## src/rtl/dacif_pkg.sv

```systemverilog
package dacif_pkg;
    localparam int WORD_W   = 16;
    localparam int CODE_W   = 10;
    localparam int CHAN_BIT = 15;
    localparam int CODE_LSB = 2;
    localparam int CODE_MSB = CODE_LSB + CODE_W - 1;
    localparam int NUM_CH   = 2;

    typedef enum logic [1:0] {
        ST_IDLE  = 2'd0,
        ST_SHIFT = 2'd1,
        ST_HOLD  = 2'd2
    } frame_state_t;
endpackage

```

## src/rtl/dacif_sync.sv

```systemverilog
module dacif_sync #(
    parameter int              WIDTH   = 4,
    parameter int              STAGES  = 2,
    parameter logic [WIDTH-1:0] RST_VAL = '0
) (
    input  logic             clk,
    input  logic             rst_n,
    input  logic [WIDTH-1:0] d,
    output logic [WIDTH-1:0] q
);
    logic [WIDTH-1:0] pipe [STAGES];

    always_ff @(posedge clk or negedge rst_n) begin
        if (!rst_n) begin
            for (int i = 0; i < STAGES; i++) pipe[i] <= RST_VAL;
        end else begin
            pipe[0] <= d;
            for (int i = 1; i < STAGES; i++) pipe[i] <= pipe[i-1];
        end
    end

    assign q = pipe[STAGES-1];
endmodule

```

## src/rtl/dacif_frame.sv

```systemverilog
module dacif_frame
    import dacif_pkg::*;
#(
    parameter int W_WORD = WORD_W,
    parameter int W_CODE = CODE_W
) (
    input  logic              clk,
    input  logic              rst_n,
    input  logic              chain_en,
    input  logic              sclk_rise,
    input  logic              sclk_fall,
    input  logic              frame_fall,
    input  logic              frame_rise,
    input  logic              din_s,
    output logic              commit_q,
    output logic              commit_chan_q,
    output logic [W_CODE-1:0] commit_code_q,
    output logic              sdo_q
);
    localparam int CNT_W = $clog2(W_WORD + 1);
    localparam logic [CNT_W-1:0] CNT_FULL = CNT_W'(W_WORD);
    localparam logic [CNT_W-1:0] CNT_LAST = CNT_W'(W_WORD - 1);

    frame_state_t     state, nxt;
    logic [W_WORD-1:0] shreg;
    logic [W_WORD-1:0] shreg_next;
    logic [CNT_W-1:0]  cnt;
    logic              frame_start;
    logic              sa_commit;
    logic              ch_commit;

    assign shreg_next  = {shreg[W_WORD-2:0], din_s};
    assign frame_start = (state == ST_IDLE) && frame_fall;
    assign sa_commit   = (state == ST_SHIFT) && !chain_en && sclk_rise && (cnt == CNT_LAST);
    assign ch_commit   = (state == ST_SHIFT) && chain_en && frame_rise && (cnt == CNT_FULL);

    // next-state logic
    always_comb begin
        nxt = state;
        unique case (state)
            ST_IDLE:  if (frame_fall) nxt = ST_SHIFT;
            ST_SHIFT: begin
                if (frame_rise)     nxt = ST_IDLE;
                else if (sa_commit) nxt = ST_HOLD;
            end
            ST_HOLD:  if (frame_rise) nxt = ST_IDLE;
            default:  nxt = ST_IDLE;
        endcase
    end

    // state register
    always_ff @(posedge clk or negedge rst_n) begin
        if (!rst_n) state <= ST_IDLE;
        else        state <= nxt;
    end

    // datapath and outputs
    always_ff @(posedge clk or negedge rst_n) begin
        if (!rst_n) begin
            shreg         <= '0;
            cnt           <= '0;
            sdo_q         <= 1'b0;
            commit_q      <= 1'b0;
            commit_chan_q <= 1'b0;
            commit_code_q <= '0;
        end else begin
            commit_q <= sa_commit || ch_commit;
            if (sa_commit) begin
                commit_chan_q <= shreg_next[CHAN_BIT];
                commit_code_q <= shreg_next[CODE_MSB:CODE_LSB];
            end else if (ch_commit) begin
                commit_chan_q <= shreg[CHAN_BIT];
                commit_code_q <= shreg[CODE_MSB:CODE_LSB];
            end

            if (frame_start) begin
                shreg <= '0;
                cnt   <= '0;
            end else if ((state == ST_SHIFT) && sclk_rise) begin
                shreg <= shreg_next;
                if (cnt != CNT_FULL) cnt <= cnt + 1'b1;
            end

            if (!chain_en)                                 sdo_q <= 1'b0;
            else if (frame_start)                          sdo_q <= 1'b0;
            else if ((state == ST_SHIFT) && sclk_fall)     sdo_q <= shreg[W_WORD-1];
        end
    end

    // a full standalone frame never counts past the word width
    a_r3_no_overflow: assert property (@(posedge clk) disable iff (!rst_n)
        (state == ST_HOLD) |-> (cnt == CNT_FULL));

    // a commit lasts exactly one cycle
    a_r6_single_commit: assert property (@(posedge clk) disable iff (!rst_n)
        commit_q |=> !commit_q);

    // the register moves only inside an open frame or at its start
    a_r8_shift_gated: assert property (@(posedge clk) disable iff (!rst_n)
        ((state != ST_SHIFT) && !frame_start) |=> $stable(shreg));
endmodule

```

## src/rtl/dacif_regs.sv

```systemverilog
module dacif_regs
    import dacif_pkg::*;
#(
    parameter int W_CODE = CODE_W,
    parameter int N_CH   = NUM_CH
) (
    input  logic                         clk,
    input  logic                         rst_n,
    input  logic                         wr_en,
    input  logic [$clog2(N_CH)-1:0]      wr_chan,
    input  logic [W_CODE-1:0]            wr_code,
    input  logic                         load_n_s,
    output logic [N_CH-1:0][W_CODE-1:0]  dac_codes
);
    logic [N_CH-1:0][W_CODE-1:0] in_q;

    for (genvar ch = 0; ch < N_CH; ch++) begin : g_ch
        always_ff @(posedge clk or negedge rst_n) begin
            if (!rst_n) begin
                in_q[ch]      <= '0;
                dac_codes[ch] <= '0;
            end else begin
                if (wr_en && (wr_chan == ch)) in_q[ch] <= wr_code;
                if (!load_n_s)                dac_codes[ch] <= in_q[ch];
            end
        end

        // a write addressed elsewhere leaves this channel's input register alone
        a_r2_chan_isolation: assert property (@(posedge clk) disable iff (!rst_n)
            (wr_en && (wr_chan != ch)) |=> $stable(in_q[ch]));

        // outputs hold while the load line is high
        a_r9_hold_when_unloaded: assert property (@(posedge clk) disable iff (!rst_n)
            load_n_s |=> $stable(dac_codes[ch]));
    end
endmodule

```

## src/rtl/dual_dac_serial_if.sv

```systemverilog
module dual_dac_serial_if
    import dacif_pkg::*;
#(
    parameter int SYNC_STAGES = 2
) (
    input  logic              clk,
    input  logic              rst_n,
    input  logic              chain_en,
    input  logic              ser_clk,
    input  logic              frame_n,
    input  logic              ser_din,
    input  logic              load_n,
    output logic              ser_dout,
    output logic [CODE_W-1:0] dac_a,
    output logic [CODE_W-1:0] dac_b
);
    localparam int IDX_SCLK  = 0;
    localparam int IDX_FRAME = 1;
    localparam int IDX_DIN   = 2;
    localparam int IDX_LOAD  = 3;
    localparam logic [3:0] IN_RST = 4'b1010;

    logic [3:0] raw_in, sync_in;
    logic       sclk_prev, frame_prev;
    logic       sclk_rise, sclk_fall, frame_rise, frame_fall;
    logic       commit, commit_chan;
    logic [CODE_W-1:0]             commit_code;
    logic [NUM_CH-1:0][CODE_W-1:0] dac_codes;

    assign raw_in = {load_n, ser_din, frame_n, ser_clk};

    dacif_sync #(.WIDTH(4), .STAGES(SYNC_STAGES), .RST_VAL(IN_RST)) u_sync (
        .clk   (clk),
        .rst_n (rst_n),
        .d     (raw_in),
        .q     (sync_in)
    );

    always_ff @(posedge clk or negedge rst_n) begin
        if (!rst_n) begin
            sclk_prev  <= 1'b0;
            frame_prev <= 1'b1;
        end else begin
            sclk_prev  <= sync_in[IDX_SCLK];
            frame_prev <= sync_in[IDX_FRAME];
        end
    end

    assign sclk_rise  =  sync_in[IDX_SCLK]  && !sclk_prev;
    assign sclk_fall  = !sync_in[IDX_SCLK]  &&  sclk_prev;
    assign frame_rise =  sync_in[IDX_FRAME] && !frame_prev;
    assign frame_fall = !sync_in[IDX_FRAME] &&  frame_prev;

    dacif_frame #(.W_WORD(WORD_W), .W_CODE(CODE_W)) u_frame (
        .clk           (clk),
        .rst_n         (rst_n),
        .chain_en      (chain_en),
        .sclk_rise     (sclk_rise),
        .sclk_fall     (sclk_fall),
        .frame_fall    (frame_fall),
        .frame_rise    (frame_rise),
        .din_s         (sync_in[IDX_DIN]),
        .commit_q      (commit),
        .commit_chan_q (commit_chan),
        .commit_code_q (commit_code),
        .sdo_q         (ser_dout)
    );

    dacif_regs #(.W_CODE(CODE_W), .N_CH(NUM_CH)) u_regs (
        .clk       (clk),
        .rst_n     (rst_n),
        .wr_en     (commit),
        .wr_chan   (commit_chan),
        .wr_code   (commit_code),
        .load_n_s  (sync_in[IDX_LOAD]),
        .dac_codes (dac_codes)
    );

    assign dac_a = dac_codes[0];
    assign dac_b = dac_codes[1];

    // standalone mode keeps the serial output low
    a_r4_sdo_low_standalone: assert property (@(posedge clk) disable iff (!rst_n)
        !chain_en |=> !ser_dout);
endmodule

```

## config.mk

```make
export PLATFORM = sky130hd
export DESIGN_NAME = dual_dac_serial_if
export DESIGN_NICKNAME = d
export VERILOG_FILES = /design/src/rtl/dacif_pkg.sv /design/src/rtl/dacif_sync.sv /design/src/rtl/dacif_frame.sv /design/src/rtl/dacif_regs.sv /design/src/rtl/dual_dac_serial_if.sv
export SDC_FILE = /design/constraint.sdc
export NUM_CORES = 1
export LEC_CHECK = 0
export BUFFER_PORTS_ARGS = -buffer_cell sky130_fd_sc_hd__buf_2
export CORE_UTILIZATION = 35
export DETAILED_ROUTE_END_ITERATION = 10
export GPL_TIMING_DRIVEN = 0
export PLACE_DENSITY = 0.62
export SKIP_LAST_GASP = 1
export SYNTH_ARGS = -nofsm -noshare
export SYNTH_HDL_FRONTEND = slang
export SYNTH_SLANG_ARGS = --single-unit
```

## constraint.sdc

```tcl
create_clock -name clk -period 2.45 [get_ports clk]
set_clock_uncertainty 0.15 [all_clocks]
set_input_delay 0.245 -clock clk [delete_from_list [all_inputs] [get_ports clk]]
set_output_delay 0.245 -clock clk [all_outputs]
set_load 0.005 [all_outputs]
```

# After elaboration in Yosys (flattened, before gate mapping)
# Cells that the tools add are included.
# word_totals
out_inout_bits,21
inputBits,7
elab_cells,70
reg_bits,86
# op_classes
bitwise_logic,1
n_eq_ne,9
muxes,17
addsub,1
reduce_logical,27
# op_table
op,count
$mux W16,2
$mux W10,2
$logic_and A1 B1 Y1,15
$mux W5,3
$mux W2,4
$ne A3 B1 Y1 const B,2
$pmux W2 S3,1
$reduce_bool A2 Y1,3
$add A5 B1 Y5 const B,1
$eq A5 B4 Y1 const B,1
$eq A5 B5 Y1 const B,1
$logic_not A1 Y1,5
$mux W1,5
$ne A5 B5 Y1 const B,1
$ne A2 B1 Y1 const B,2
$reduce_and A3 Y1,1
$eq A2 B1 Y1 const B,1
$eq A2 B2 Y1 const B,1
$logic_not A2 Y1,1
$reduce_and A2 Y1,1
$logic_or A1 B1 Y1,1
$not A1 Y1,1

# Longest topological paths before layout
# Gate-level depths: netlist (run 1).
# depth
ltp_word,7
depth_mapped,7
mapped_depth_nobuf,6

# Hierarchy
# From an unflattened synthesis (run 1), not the netlist that was laid out.
# unflattened
cells_unflattened,233
area_unflattened_um2,3500.9
# by_module_without_submodules
module,seq_area_each_um2,area_per_inst_um2,instances,cells_per_inst
dacif_frame,900.9,1656.6,1,130
dacif_regs,1001.0,1522.7,1,85
dacif_sync,205.2,235.2,1,12
dual_dac_serial_if,51.3,86.3,1,6

# Worst setup path before layout (run 1)
# No wires, ideal clock.
# synth_path
path_kind,register to register
from,reg u_frame.cnt[0]
to,reg u_frame.commit_code_q[1]
path_slack_ns,0.576
t_arrival_ns,1.598
t_required_ns,2.174
synth_period_minus_slack_ns,1.874
path_buffers,1
stages_incl_launch_ff,8
setup_ns,0.126
path_cell_list,dfrtp_1 -> ha_1 -> and3_1 -> ha_1 -> nand2b_1 -> clkbuf_1 -> nor3_1 -> a311o_1
# synth_via
elab_chain_len,3
elab_cells_between_ends,6
cone_classes,2 x eq/ne; 1 x mux; 3 x reduce/logical
# synth_rtl
element,line,text
"start, declared",dacif_frame.sv:27,logic [CNT_W-1:0] cnt;
"start signal, assigned",dacif_frame.sv:81,if (cnt != CNT_FULL) cnt <= cnt + 1'b1;
$eq A5 B4 Y1 or $eq A5 B5 Y1 (tied branches),"dacif_frame.sv:34, dacif_frame.sv:35",
$logic_and A1 B1 Y1 (on tied branches),"dacif_frame.sv:34, dacif_frame.sv:35",
$mux W10 or $reduce_bool A2 Y1 (tied branches),--,
"end signal, assigned",dacif_frame.sv:70,commit_code_q <= shreg_next[CODE_MSB:CODE_LSB];
"end signal, assigned",dacif_frame.sv:73,commit_code_q <= shreg[CODE_MSB:CODE_LSB];
"end, declared",dacif_frame.sv:17,"output logic [W_CODE-1:0] commit_code_q,"
# Several ways; a longest one is shown, not always the timed one.
# A chain may end at the register's enable or synchronous reset.

# Final worst setup path (run 1)
# layout_path
from,reg u_frame.cnt[0]
to,reg u_frame.commit_code_q[2]
# Same word-level chain as after synthesis.

==> results of run 1 <==
-- repair_timing --
| action | 4_1_cts | 5_1_grt |
|---|---|---|
| hold endpoints to repair | 36 | 0 |
| hold buffers | 5 | 0 |
| setup buffers | 0 | 0 |
-- cell type report --
cell class,count,area share [%]
Sequential cell,86,53.3
Multi-Input combinational cell,152,29.9
Timing Repair Buffer,32,5.19
Tap cell,133,4.11
Clock buffer,11,3.74
Buffer,14,1.61
Inverter,12,1.11
Clock inverter,5,1.02
-- kinds of logic after synthesis --
group                    share of synthesized area, %
flip-flops                                       62.1
AND/OR/NAND/NOR                                  11.0
buffers and inverters                            3.17
AO/OA/AOI/OAI                                    9.14
adder cells (fa/ha/maj)                          1.37
multiplexers                                     13.2
-- flip-flops by register name, summed over array words and instances, names as in the netlist, 2 cells and up --
| signal | flops |
|---|---|
| u_frame.state | 2 |
| u_frame.shreg | 16 |
| u_sync.q | 4 |
| u_regs.in_q | 20 |
| u_frame.commit_code_q | 10 |
| u_regs.dac_codes | 20 |
| u_frame.cnt | 5 |
| u_sync.pipe | 4 |
-- power by group through the flow --
stage | combinational, mW | sequential, mW | clock, mW
floorplan | 0.257 | 1.67 | 0
global placement | 0.373 | 1.70 | 0
detailed placement | 0.390 | 1.71 | 0
CTS | 0.398 | 1.68 | 0.973
global route | 0.443 | 1.70 | 1.04
finish | 0.390 | 1.68 | 0.939
-- placed cells by master, fill, tap and decap left out, types with 2 or more instances in the layout --
cell,netlist,routed
nand2b_1,2,2
ha_1,3,3
dlygate4sd3_1,0,5
and4bb_2,2,2
a31oi_1,2,2
a311o_1,5,5
clkbuf_8,0,11
nand2_1,23,23
a221o_1,4,4
dfstp_2,5,5
dfrtp_1,81,81
buf_2,7,32
o21ai_0,4,4
nor3_1,13,13
nand3_1,4,4
nand4bb_1,3,3
clkinvlp_4,0,2
o31ai_1,2,2
nor2_1,2,2
buf_4,1,2
nor4_1,5,5
inv_6,0,2
nor4bb_1,2,2
o21a_1,4,4
a21oi_1,11,11
a22o_1,8,8
mux2_2,40,40
nand4_1,2,2
inv_1,11,11
clkbuf_1,6,6
-- critical path, cell delays in order (launching register included) --
cell	delay, ps
dfrtp_1	410
ha_1	210
and3_1	160
ha_1	220
nand2b_1	120
clkbuf_1	360
nor3_1	100
a311o_1	270
-- final timing paths --
path                                       startpoint                                    to  cells past startpoint
setup / recovery           u_frame.cnt[0]$_DFFE_PN0P_  u_frame.commit_code_q[2]$_DFFE_PN0P_                      7
hold / removal                               chain_en  u_frame.commit_code_q[5]$_DFFE_PN0P_                      3
setup reg to reg           u_frame.cnt[0]$_DFFE_PN0P_  u_frame.commit_code_q[2]$_DFFE_PN0P_                      7
hold reg to reg              u_sync.pipe[4]$_DFF_PN0_                 u_sync.q[0]$_DFF_PN0_                      0
max in group asynchronous                       rst_n         u_frame.shreg[14]$_DFFE_PN0P_                      3
min in group asynchronous                       rst_n      u_regs.dac_codes[11]$_DFFE_PN0N_                      2
-- routing by layer --
| layer | global-route usage (%) | vias to the layer above | part of all wire [%] |
|---|---|---|---|
| li1 | - | 1042 | - |
| met1 | 18.7 | 1102 | 51 |
| met2 | 20.7 | 46 | 44 |
| met3 | 4.90 | 9 | 4.3 |
| met4 | 4.91 | 0 | 1.2 |
| met5 | 0 | - | 0 |
==> metrics.yaml, run 1 <==
status:
  outcome: "finished, final reports clean"
global_route:
  grt_usage_pct: 13.9
  grt_max_degree: 50
  grt_pass1_wl_mm: 10.8
  grt_pass1_vias: 2144
  antenna_found_initial: 0
  globalRouteOverflowTotal: 0
run:
  max-cap-violations: 0
synth:
  synth.most_common_cell: "dfrtp_1"
  synth.distinct_cells: 38
  syn-cell-area_mm2: 0.00348
  synth.net_count: 274
  ys_seq_area_share_pct: 62.1
  ys_ff_latch: 86
  synth_edf_count: 0
  synth_top_cells_by_count: "dfrtp_1 (81), mux2_2 (40), nand2_1 (23)"
  synth_async_sr_flop_share_pct: 100
  synth_area_leaders: "dfrtp_1 (58%), mux2_2 (13%), dfstp_2 (3.8%)"
  ys.flop_type: "dfrtp_1"
  yosysTopAreaCellShare_pct: 58.3
  avgSynthCellArea_um2: 13.2
  ys_warn_count: 0
  syn-instance-count: 264
  synth_top_cell_by_area: "dfrtp_1"
clock_tree:
  cts_resized: 0
  cts_tree: "built"
  cts.sinks: 86
  clockRootBuffer: "clkbuf_8"
  htreeDepth: 3
  cts_buffer_depth: 2
  clock_latency_ps: 350
  cts_buffers: 9
  cts.clk_slew.worst_paths_ps: 90
finish:
  layout-drive-gt1-share_pct: 33.0
  design_area_mm2: 0.00405
  area_growth_pct: 16.4
  fin_util_pct: 41.8
  multi_input_area_mm2: 0.00121
  seqCellArea_mm2: 0.00216
  fin_cells: 445
  fin_nets: 317
  antenna_cells: 0
  n_fill_cell: 933
power_and_ir_drop:
  ir_worst_vdd_mv: 0.313
  p_comb_share_pct: 13.0
  swShare_pct: 26.7
  p_switching_mw: 0.803
  p_total_mw: 3.00
  leakage_nw: 1.90
  seqPwrFrac_pct: 55.8
  p_per_area_mw_per_mm2: 742
  intPower_mw: 2.20
  clkPwrFrac_pct: 31.2
place:
  io_buffers: 26
  dp_cells: 424
  place_congestion: 0.790
  dpl_cell_area_mm2: 0.00380
  place_hpwl_mm: 4.41
  place_ws_ps: 346
worst_setup_path:
  critPathCaptureType: "flip-flop"
  crit_path_start_kind: "flip-flop"
  path_max_fanout: 10
  cp_data_required_time_ps: 2540
  rrSetupSlack_ps: 330
  cp.arrival_ps: 2210
  worstSetupPathType: "flip-flop to flip-flop"
sta:
  post-route-period-util_pct: 86.5
  slew_headroom_pct: 58.4
  timing.final.ws_setup_ps: 332
  hold_violations: 0
  finalCriticalPeriod_ps: 2120
  tightest_slew_ps: 624
  grt_setup_unrepaired: "no"
  whs_ps: 126
  fin_tns_setup_ps: 0
  max_clock_freq_mhz: 472
  slew_viol_final: 0
  finalSetupViolCount: 0
route:
  wirelength_mm: 6.36
  wire_per_inst_um: 14.3
  detail_route.drc_violations: 0
  drt.antenna.violating_nets: 0
  via_count: 2199
  drt_iter0_drc: 123
  post_drt_via_cell_ratio: 4.94
  drt-pass1-iter-count: 4
floorplanning:
  start_util_pct: 35.9
  die_h_um: 102
  io_pins: 28
  core_mm2: 0.00968
  die_x_um: 102
  row_count: 36
  die_area_mm2: 0.0103
hold_path:
  min_path_type: "input pin to flip-flop"
Note: power is estimated with default switching activity, not from simulation.
==> inputs of run 2 (changes only) <==
--- a/config.mk
+++ b/config.mk
@@ -5,11 +5,13 @@
 export SDC_FILE = /design/constraint.sdc
 export NUM_CORES = 1
 export LEC_CHECK = 0
+export ABC_AREA = 1
 export BUFFER_PORTS_ARGS = -buffer_cell sky130_fd_sc_hd__buf_2
 export CORE_UTILIZATION = 35
 export DETAILED_ROUTE_END_ITERATION = 10
 export GPL_TIMING_DRIVEN = 0
 export PLACE_DENSITY = 0.62
+export REMOVE_ABC_BUFFERS = 1
 export SKIP_LAST_GASP = 1
 export SYNTH_ARGS = -nofsm -noshare
 export SYNTH_HDL_FRONTEND = slang
==> run 2 against run 1 <==
Non-clock buffer count shrank 13. Register-to-register slack lost 80 ps. Setup slack lost 83 ps. Critical path depth grew 3. Synthesized cell count grew 30%. Core utilization shrank 0.64 points. Die area grew 1.6%. Global-route usage shrank 0.92 points. Clock-buffer cell count shrank 2. Maximum frequency shrank 3.8%. Largest power group unchanged. Highest routed layer unchanged.
==> metrics.yaml, run 2 <==
synth:
  syn-instance-count: 344
  synth.distinct_cells: 25
  ys_ff_latch: 86
  synth_async_sr_flop_share_pct: 100
  synth_area_leaders: "dfrtp_1 (57%), nand2_1 (9.5%), mux2_2 (6.4%)"
  ys_warn_count: 0
  synth_top_cells_by_count: "nand2_1 (89), dfrtp_1 (81), inv_1 (34)"
  syn-cell-area_mm2: 0.00353
  ys_seq_area_share_pct: 61.1
  yosysTopAreaCellShare_pct: 57.4
  synth.most_common_cell: "nand2_1"
  avgSynthCellArea_um2: 10.3
  synth_top_cell_by_area: "dfrtp_1"
  synth_edf_count: 0
  ys.flop_type: "dfrtp_1"
clock_tree:
  clockRootBuffer: "clkbuf_8"
  htreeDepth: 3
  cts_tree: "built"
  clock_latency_ps: 350
  cts_buffer_depth: 2
  cts.sinks: 86
  cts.clk_slew.worst_paths_ps: 80
  postCtsSetupRepairBufs: 0
  cts_buffers: 9
hold_path:
  whs_endpoint: "u_frame.sdo_q$_DFFE_PN0P_"
  whs_path_depth: 3
  min_from: "chain_en"
  min_path_type: "input pin to flip-flop"
power_and_ir_drop:
  p_per_area_mw_per_mm2: 681
  swShare_pct: 26.0
  clkPwrFrac_pct: 35.4
  intPower_mw: 2.03
  ir_worst_vdd_mv: 0.353
  p_switching_mw: 0.712
  seqPwrFrac_pct: 55.5
  leakage_nw: 1.98
  p_comb_share_pct: 9.1
floorplanning:
  start_util_pct: 36.1
  row_count: 36
  die_area_mm2: 0.0105
  core_mm2: 0.00977
  die_x_um: 102
  die_h_um: 102
  io_pins: 28
route:
  wirelength_mm: 5.82
  wire_per_inst_um: 11.4
  detail_route.drc_violations: 0
  drt_iter0_drc: 110
  via_count: 2309
  post_drt_via_cell_ratio: 4.53
  drt.antenna.violating_nets: 0
  drt-pass1-iter-count: 4
sta:
  max_clock_freq_mhz: 454
  slew_headroom_pct: 59.8
  finalSetupViolCount: 0
  slew_viol_final: 0
  whs_ps: 20.9
  tightest_slew_ps: 602
  post-route-period-util_pct: 89.8
  finalCriticalPeriod_ps: 2200
  hold_violations: 0
  grt_setup_unrepaired: "no"
finish:
  antenna_cells: 0
  fin_cells: 510
  final_cell_mix: "nand2_1 (89), dfrtp_1 (81), inv_1 (34)"
  multi_input_area_mm2: 0.00115
  layout-drive-gt1-share_pct: 21.8
  area_growth_pct: 13.8
  final_common_cell: "nand2_1"
  n_fill_cell: 975
  top_regs: "u_regs.dac_codes (20), u_regs.in_q (20), u_frame.shreg (16)"
  seqCellArea_mm2: 0.00216
  fin_nets: 383
worst_setup_path:
  worst_r2r_endpoint: "u_frame.commit_code_q[5]$_DFFE_PN0P_"
  cp_data_required_time_ps: 2590
  worstSetupPathType: "flip-flop to flip-flop"
  path_max_fanout: 25
  reg2regPathDepth: 10
  critPathCaptureType: "flip-flop"
  rrSetupSlack_ps: 250
  r2r-start: "u_frame.cnt[0]$_DFFE_PN0P_"
  crit_path_start_kind: "flip-flop"
  cp.arrival_ps: 2340
status:
  outcome: "finished, final reports clean"
place:
  place_hpwl_mm: 3.90
  io_buffers: 27
  place_congestion: 0.747
  dp_cells: 490
global_route:
  grt_pass1_vias: 2282
  globalRouteOverflowTotal: 0
  grt_max_degree: 49
  antenna_found_initial: 0
  grt_usage_pct: 13.0
  grt_pass1_wl_mm: 10.5
run:
  max-cap-violations: 0
[run 2: changes by cell type after synthesis, sizes merged, moves of 8 or more]
cell   change
o21ai     +21
a21oi      -8
o22ai     +14
inv       +25
nand2     +72
nor3      -12
nand3     +23
mux2      -20
a22o       -8
nor2       +8
[run 2: timing repair]
action,4_1_cts,5_1_grt
endpoints found under the setup margin,11,11
hold buffers,5,0
gates resized for setup,1,1
hold endpoints to repair,40,0
[run 2: kinds of logic (layout without fill, tap and decap cells)]
| group | Yosys count | after routing | share of synthesized area, % |
|---|---|---|---|
| flops | 86 | 86 | 61.1 |
| simple gates | 140 | 140 | 18.1 |
| mux | 20 | 20 | 6.37 |
| xor+xnor | 1 | 1 | 0.248 |
| buf+inv | 51 | 84 | 6.59 |
| compound gates | 43 | 43 | 6.59 |
| fa+ha+maj | 3 | 3 | 1.06 |
[run 2: metrics by stage]
| stage | total power, mW | setup TNS [ps] | area, µm² | util (%) | setup slack (ps) |
|---|---|---|---|---|---|
| 2_1_floorplan | 1.71 | 0 | 3440 | - | 463 |
| 3_3_place_gp | 1.78 | 0 | 3740 | 38.2 | 1.30 |
| 3_5_place_dp | 1.79 | -17.6 | 3770 | 38.5 | -17.6 |
| 4_1_cts | 2.79 | 0 | 4020 | 41.1 | 149 |
| 5_1_grt | 2.89 | 0 | 4020 | 41.1 | 19.1 |
| 6_report | 2.74 | 0 | 4020 | 41.1 | 249 |
[run 2: worst max-delay path by stage]
stage,start,to,slack (ps),cells after the start
6_report,u_frame.cnt[0]$_DFFE_PN0P_,u_frame.commit_code_q[5]$_DFFE_PN0P_,250,10
5_1_grt,u_frame.cnt[1]$_DFFE_PN0P_,u_frame.commit_code_q[5]$_DFFE_PN0P_,20,10
4_1_cts,u_frame.cnt[0]$_DFFE_PN0P_,u_frame.commit_code_q[5]$_DFFE_PN0P_,150,10
3_5_place_dp,u_frame.cnt[0]$_DFFE_PN0P_,u_frame.commit_code_q[5]$_DFFE_PN0P_,-20,10
3_3_place_gp,u_frame.cnt[0]$_DFFE_PN0P_,u_frame.commit_code_q[5]$_DFFE_PN0P_,1,10
2_1_floorplan,u_frame.cnt[0]$_DFFE_PN0P_,u_frame.commit_chan_q$_DFFE_PN0P_,460,10
[run 2: cell type report]
| type | instances | share of cell area [%] |
|---|---|---|
| flip-flops and latches | 86 | 53.7 |
| multi-input cells | 207 | 28.7 |
| clock buffers | 9 | 3.08 |
| clock inverters | 6 | 1.74 |
| inverters | 36 | 3.36 |
| well taps | 133 | 4.14 |
| repair buffers | 33 | 5.35 |
[run 2: power groups by stage]
stage | logic, mW | clock network [mW] | registers, mW
after floorplan | 0.170 | 0 | 1.54
after global placement | 0.231 | 0 | 1.55
after detailed placement | 0.246 | 0 | 1.55
after CTS | 0.253 | 1.02 | 1.52
after global routing | 0.288 | 1.08 | 1.53
final | 0.248 | 0.971 | 1.52
[run 2: critical path, cell delays in order (launching register included)]
cell and delay, ps:
dfrtp_1 410, ha_1 200, nand2_1 60, nor2_1 110
ha_1 160, inv_1 60, nor2_4 280, nand3_4 310
nand2_4 240, nand2_1 90, nand2_1 60
[run 2: layer usage]
layer | up-vias | share of wire [%] | GRT usage, %
li1 | 1172 | - | -
met1 | 1096 | 49 | 16.1
met2 | 36 | 47 | 21.3
met3 | 5 | 3.5 | 4.72
met4 | 0 | 0.82 | 3.30
met5 | - | 0 | 0
==> inputs of run 3 (changes only) <==
--- a/config.mk
+++ b/config.mk
@@ -5,7 +5,6 @@
 export SDC_FILE = /design/constraint.sdc
 export NUM_CORES = 1
 export LEC_CHECK = 0
-export ABC_AREA = 1
 export BUFFER_PORTS_ARGS = -buffer_cell sky130_fd_sc_hd__buf_2
 export CORE_UTILIZATION = 35
 export DETAILED_ROUTE_END_ITERATION = 10
==> run 3 against run 2 <==
Wire length increased by 11%. Via count decreased by 5.1%. Largest cell class unchanged. Die area decreased by 1.6%. Core utilization increased by 0.52 points. Critical path type unchanged. Clock power increased by 10%. Critical endpoint is now u_frame.commit_code_q[2]$_DFFE_PN0P_. Setup slack got worse by 110 ps. Non-clock buffer count unchanged. Sequential share of layout area decreased by 0.18 points. First-iteration DRC count decreased by 24%.
==> metrics.yaml, run 3 (same netlist as run 1, synthesis figures left out) <==
sta:
  fin_tns_setup_ps: 0
  slew_headroom_pct: 36.5
  hold_violations: 0
  grt_setup_unrepaired: "no"
  post-route-period-util_pct: 94.2
  finalCriticalPeriod_ps: 2310
  slew_viol_final: 0
  max_clock_freq_mhz: 433
  tightest_slew_ps: 948
  finalSetupViolCount: 0
finish:
  area_growth_pct: 16.0
  final_cell_mix: "dfrtp_1 (81), mux2_2 (40), buf_2 (26)"
  final_common_cell: "dfrtp_1"
  top_regs: "u_regs.dac_codes (20), u_regs.in_q (20), u_frame.shreg (16)"
  antenna_cells: 0
  layout-drive-gt1-share_pct: 32.6
  fin_nets: 304
global_route:
  grt_usage_pct: 14.1
  grt_max_degree: 45
  grt_pass1_vias: 2222
  globalRouteOverflowTotal: 0
  grt_pass1_wl_mm: 11.1
  antenna_found_initial: 0
power_and_ir_drop:
  p_switching_mw: 0.795
  p_comb_share_pct: 12.6
  leakage_nw: 1.89
  clkPwrFrac_pct: 34.1
  p_per_area_mw_per_mm2: 778
  swShare_pct: 25.3
  p_total_mw: 3.14
  seqPwrFrac_pct: 53.4
  ir_worst_vdd_mv: 0.244
  intPower_mw: 2.34
clock_tree:
  htreeDepth: 3
  cts_buffer_depth: 2
  clockRootBuffer: "clkbuf_8"
  cts_tree: "built"
  cts.clk_slew.worst_paths_ps: 80
  clock_latency_ps: 350
  cts_buffers: 9
  postCtsSetupRepairBufs: 0
  cts.sinks: 86
place:
  place_congestion: 0.753
  place_hpwl_mm: 4.01
  io_buffers: 27
floorplanning:
  core_mm2: 0.00968
  start_util_pct: 35.9
  row_count: 36
  die_area_mm2: 0.0103
  io_pins: 28
  die_h_um: 102
  die_x_um: 102
worst_setup_path:
  slowest_stage: "and4bb_2"
  path_cells: "and4bb_2, nand3_1, a311o_1"
  path_max_fanout: 20
  cp.arrival_ps: 2400
  worstSetupPathType: "flip-flop to flip-flop"
  cp_data_required_time_ps: 2540
  path_delay_family: "simple AND/OR/NAND/NOR gates"
  crit_path_start_kind: "flip-flop"
  cp_num_buf_inv: 0
  max_stage_delay_ps: 670
  critPathCaptureType: "flip-flop"
route:
  wire_per_inst_um: 14.9
  drt-pass1-iter-count: 4
  via_count: 2192
  drt_iter0_drc: 84
  wirelength_mm: 6.44
  post_drt_via_cell_ratio: 5.09
  detail_route.drc_violations: 0
  drt.antenna.violating_nets: 0
run:
  max-cap-violations: 0
status:
  outcome: "finished, final reports clean"
hold_path:
  min_path_type: "input pin to flip-flop"
[run 3: cell types whose count changed in the layout (fill, tap and decap cells not counted), moves of 7 or more]
cell and delta:
nand3_1 -23, o22ai_1 -14, nand2_1 -66, inv_1 -23, a21oi_1 +7, mux2_2 +20, a22o_1 +8, nor3_1 +13
o21ai_0 -17
[run 3: layout make-up]
type                            count  area [µm²]
Sequential cell                    86        2160
Fill cell                         901        5650
Clock buffer                        9         124
Timing Repair Buffer               33         215
Clock inverter                      6        86.3
Multi-Input combinational cell    152        1240
Tap cell                          133         166
Inverter                           12        45.0
[run 3: through the flow]
step	setup WS (ps)	util [%]	hold slack (ps)	instances	area, µm²
2_1_floorplan	207	-	-201	250	3410
3_3_place_gp	-353	38.3	183	410	3710
3_5_place_dp	-450	38.7	136	411	3740
4_1_cts	118	41.6	119	431	4020
5_1_grt	15.7	41.7	142	431	4040
6_report	142	41.7	130	431	4040
[run 3: power by group through the flow]
stage          registers [mW]  logic [mW]  clock network [mW]
2_1_floorplan            1.68       0.236                   0
3_3_place_gp             1.70       0.357                   0
3_5_place_dp             1.70       0.376                   0
4_1_cts                  1.68       0.399                1.10
5_1_grt                  1.70       0.443                1.15
6_report                 1.67       0.395                1.07
[run 3: worst min-delay path: cells and delay by family]
| family | cells | cell delay, ps |
|---|---|---|
| buffers and inverters | 1 | 160 |
| AND/OR/NAND/NOR | 1 | 100 |
| AO/OA/AOI/OAI | 1 | 80 |
[run 3: worst paths after layout]
path | slack [ps] | cells past startpoint | startpoint | end
min in group asynchronous | 270 | 2 | rst_n | u_frame.cnt[2]$_DFFE_PN0P_
max reg2reg | 140 | 3 | u_frame.state[1]$_DFFE_PN0P_ | u_frame.commit_code_q[2]$_DFFE_PN0P_
max in group asynchronous | 1220 | 3 | rst_n | frame_prev$_DFF_PN1_
min reg2reg | 200 | 0 | u_sync.pipe[4]$_DFF_PN0_ | u_sync.q[0]$_DFF_PN0_
max | 140 | 3 | u_frame.state[1]$_DFFE_PN0P_ | u_frame.commit_code_q[2]$_DFFE_PN0P_
min | 130 | 3 | chain_en | u_frame.commit_code_q[7]$_DFFE_PN0P_
[run 3: routing by layer]
layer  routed length [µm]  part of all wire (%)  vias to the layer above  GRT usage, %
li1                     -                     -                     1024             -
met1                 3100                    48                     1100          18.6
met2                 2930                    45                       53          21.6
met3                  271                   4.2                       15          3.04
met4                  146                   2.3                        0          7.47
met5                    0                     0                        -             0
[run 3: timing repair]
action	in CTS	in global routing
hold buffers	5	0
resized for setup	3	1
setup endpoints to repair	13	2
endpoints found under the hold margin	46	0
